### src/rtl/conv_result_averager.sv
module conv_result_averager #(
  parameter int DW = 8,
  parameter int CW = 3,
  parameter int AVG_LOG = 2
) (
  input  logic          clk,
  input  logic          rst_n,
  input  logic [CW-1:0] chan_pins,
  input  logic          avg_mode,
  output logic          conv_start,
  output logic [CW-1:0] conv_chan,
  input  logic          conv_done,
  input  logic [DW-1:0] conv_data,
  output logic [DW-1:0] out_data,
  output logic          out_valid
);
  localparam int SW = DW + AVG_LOG;
  localparam logic [AVG_LOG-1:0] LAST = '1;

  logic               waiting;
  logic               mode_q;
  logic [SW-1:0]      acc;
  logic [AVG_LOG-1:0] cnt;
  logic               pend;
  logic [DW-1:0]      hold;
  logic [SW-1:0]      sum;
  logic               take;

  assign sum  = acc + SW'(conv_data);
  assign take = waiting && conv_done && !conv_start;

  always_ff @(posedge clk or negedge rst_n) begin
    if (!rst_n) begin
      waiting    <= 1'b0;
      conv_start <= 1'b0;
      conv_chan  <= '0;
      mode_q     <= 1'b0;
      acc        <= '0;
      cnt        <= '0;
      pend       <= 1'b0;
      hold       <= '0;
      out_data   <= '0;
      out_valid  <= 1'b0;
    end else begin
      conv_start <= 1'b0;
      pend       <= 1'b0;
      if (pend) begin
        out_data  <= hold;
        out_valid <= 1'b1;
      end
      if (!waiting) begin
        conv_chan  <= chan_pins;
        mode_q     <= avg_mode;
        conv_start <= 1'b1;
        waiting    <= 1'b1;
        if (chan_pins != conv_chan || avg_mode != mode_q) begin
          acc <= '0;
          cnt <= '0;
        end
      end else if (take) begin
        waiting <= 1'b0;
        if (!mode_q) begin
          hold      <= conv_data;
          pend      <= 1'b1;
          out_valid <= 1'b0;
        end else if (cnt == LAST) begin
          hold      <= sum[SW-1:AVG_LOG];
          pend      <= 1'b1;
          out_valid <= 1'b0;
          acc       <= '0;
          cnt       <= '0;
        end else begin
          acc <= sum;
          cnt <= cnt + 1'b1;
        end
      end
    end
  end
endmodule


### config.mk
export PLATFORM = sky130hd
export DESIGN_NAME = conv_result_averager
export DESIGN_NICKNAME = d
export VERILOG_FILES = /design/src/rtl/conv_result_averager.sv
export SDC_FILE = /design/constraint.sdc
export NUM_CORES = 1
export LEC_CHECK = 0
export ABC_AREA = 1
export BUFFER_PORTS_ARGS = -buffer_cell sky130_fd_sc_hd__buf_2
export CAP_MARGIN = 40
export CORE_MARGIN = 2
export CORE_UTILIZATION = 51
export CTS_CLUSTER_SIZE = 10
export DETAILED_ROUTE_END_ITERATION = 12
export PLACE_DENSITY = 0.74
export SLEW_MARGIN = 20
export SYNTH_ARGS = -nofsm -noshare
export SYNTH_HDL_FRONTEND = slang
export SYNTH_SLANG_ARGS = --single-unit
### constraint.sdc
create_clock -name clk -period 1.5 [get_ports clk]
set_input_delay 0.225 -clock clk [delete_from_list [all_inputs] [get_ports clk]]
set_output_delay 0.225 -clock clk [all_outputs]
set_load 0.01 [all_outputs]
==> metrics.yaml <==
rsz0062_at_grt: "yes"
grt_max_degree: 37
wirelength_um: 4685
r2r_end: "acc[8]$_DFFE_PN0P_"
drt_iter0_drc: 148
fin_hold_ws_ps: 154.2
r2r_slack_ps: -90
io_buffers: 27
final.setup_skew_ps: 7.971
worstPathCellList: "ha_2 -> fa_2 -> nand3_2 -> nand3_2 -> nand3_2 -> nand2_1 -> nand2_1 -> nand2_1 -> nand2_1 -> o21ai_1"
drtAntennaViolNets: 0
r2r-start: "acc[0]$_DFFE_PN0P_"
synth.distinct_cells: 29
crit_end: "acc[8]$_DFFE_PN0P_"
hold_viol_final: 0
firstDrtPassIters: 4
setup-tns-final_ps: -369.7
drive_gt1_frac: 0.3675
instances_no_fill: 331
clk_path_buf_depth: 2
grt_pass1_vias: 1740
syn_nets: 255
syn_to_final_growth_pct: 32.32
endpoint_kind: "register"
grt_antenna_before_repair: 0
hpwl_um: 3170
die-area_um2: 4304
slew_headroom: 0.6912
clock_latency_ps: 290
setup_viol: 8
ff2ff_path_depth: 10
core_area_um2: 3661
max_stage_delay_ps: 390
required_ps: 1680
ys_ff_latch: 36
cts_sinks: 36
fill_cells: 270
synthFlopType: "dfrtp_1"
fin_ws_ps: -92.67
synth_edf_count: 0
slowest_stage: "dfrtp_1"
outcome: "finished with violations"
vias: 1777
synth_cells: 230
layout_commonest_cell: "nand2_1"
cts_tree: "yes"
place.gp.congestion: 0.8808
initial_utilization: 0.5287
htree_levels: 2
maxCapViolCount: 0
antenna_cells: 0
yosysWarnings: 0
overflow: 0
die_h_um: 65.61
cp_max_fo: 3
worstSetupPathType: "register to register"
crit_start: "acc[0]$_DFFE_PN0P_"
grt_use_total: 0.2411
syn-cell-area_um2: 1936
ios: 28
peakVddDrop_mv: 0.9018
leakagePower_nw: 1.316
nNetsFinal: 307
violations: "setup timing"
syn_area_per_cell_um2: 8.416
layout_common_cells: "nand2_1, dfrtp_1, buf_2, buf_4, nor2_1"
rows: 22
fp.dieW_um: 65.61
crit_path_start_kind: "register"
dp_slack_ps: -94.54
drc: 0
fmax_mhz: 627.9
p_per_area_nw_per_um2: 1715
clkSlewWorstSetupHoldPaths_ps: 70
fin_crit_ps: 1593
seq_area_frac_synth: 0.4654
hold_class: "input pin to register"
drv_slew: 0
wl_per_cell_um: 14.15
p_total_w: 0.004392
worst_pin_slew_ps: 463.2
arrival_ps: 1770
grt_first_pass_wirelength_um: 7831
async_flop_share: 1.000
viasPerCell: 5.369
cts_inserted_buffers: 5
crit_path_frequent_cell: "nand2_1"
min_period_over_period: 1.062
clock-root-buffer: "clkbuf_8"
dp.cells: 320
[worst max-delay path: cells and delay by family, from the launching register on]
kind / cells / cell delay [ps]
AND/OR/NAND/NOR: 7 / 470
adder cells (fa/ha/maj): 2 / 560
AO/OA/AOI/OAI: 1 / 60
flip-flops: 1 / 390
[synthesized netlist by cell type, types with 2 or more instances]
cell,n,share of area
a21oi_1,8,0.021
a21oi_2,2,0.0091
clkinv_2,2,0.0052
dfrtp_1,36,0.47
ha_1,9,0.058
inv_1,15,0.029
inv_2,2,0.0039
mux2_2,8,0.047
nand2_1,78,0.15
nand2_2,2,0.0065
nand3_1,19,0.049
nand4_1,3,0.0097
nor2_1,20,0.039
o21ai_0,6,0.016
xnor2_1,5,0.023
xor2_1,2,0.0091
[power breakdown]
group	total, W	leakage (nW)	internal (W)	switching, W
registers	0.00158	0.444	0.00133	0.000251
logic	0.00196	0.818	0.000907	0.00106
clock network	0.000851	0.0541	0.000491	0.000359
total	0.00439	1.32	0.00272	0.00167
[through the flow]
stage,utilization,instance area (um2)
after floorplan,-,1956
after global placement,0.6200,2270
after detailed placement,0.6200,2270
after CTS,0.6699,2452
after global routing,0.6996,2561
final,0.6996,2561
[flip-flops by register name (all words and copies together), names as in the netlist]
signal / flops
mode_q: 1
waiting: 1
pend: 1
hold: 8
out_data: 8
conv_start: 1
cnt: 2
conv_chan: 3
out_valid: 1
acc: 10
[worst min-delay path by stage]
stage	endpoint	start	slack, ps	cells after the start
global placement	conv_chan[0]$_DFFE_PN0N_	rst_n	290	2
CTS	conv_chan[2]$_DFFE_PN0N_	chan_pins[2]	150	3
detailed placement	conv_chan[1]$_DFFE_PN0N_	rst_n	290	2
finish	conv_chan[2]$_DFFE_PN0N_	chan_pins[2]	150	3
global route	conv_chan[2]$_DFFE_PN0N_	chan_pins[2]	160	3
floorplan	acc[0]$_DFFE_PN0P_	rst_n	-70	0
[kinds of logic after synthesis]
| kind of cell | count (synthesis) | synth area share |
|---|---|---|
| simple gates | 124 | 0.2650 |
| flops | 36 | 0.4654 |
| compound gates | 23 | 0.07629 |
| buf+inv | 22 | 0.04654 |
| fa+ha+maj | 10 | 0.06852 |
| mux | 8 | 0.04654 |
| xor+xnor | 7 | 0.03167 |
[repair_timing]
action                                  in CTS  in global routing
resized for setup                            8                 24
buffers inserted                             1                  2
hold buffers                                 1                  0
pin swaps                                    3                  7
hold endpoints to repair                    36                  0
endpoints found under the setup margin      12                 17
[routing by layer]
| layer | track usage | wire length (um) | part of all wire | up-vias |
|---|---|---|---|---|
| met1 | 0.3311 | 2166 | 0.46 | 838 |
| met5 | 0 | 0 | 0 | - |
| li1 | - | - | - | 847 |
| met3 | 0.04452 | 313 | 0.067 | 18 |
| met2 | 0.3750 | 2109 | 0.45 | 74 |
| met4 | 0.1016 | 96 | 0.020 | 0 |
[cell type report]
| type | instances | area [um2] | area share |
|---|---|---|---|
| clock buffers | 5 | 68.82 | 0.02687 |
| clock inverters | 3 | 42.54 | 0.01661 |
| inverters | 19 | 73.82 | 0.02882 |
| multi-input cells | 172 | 1119 | 0.4367 |
| flip-flops and latches | 36 | 902.1 | 0.3522 |
| well taps | 48 | 60.06 | 0.02345 |
| repair buffers | 48 | 295.3 | 0.1153 |
Power figures use the tool's default switching activity.
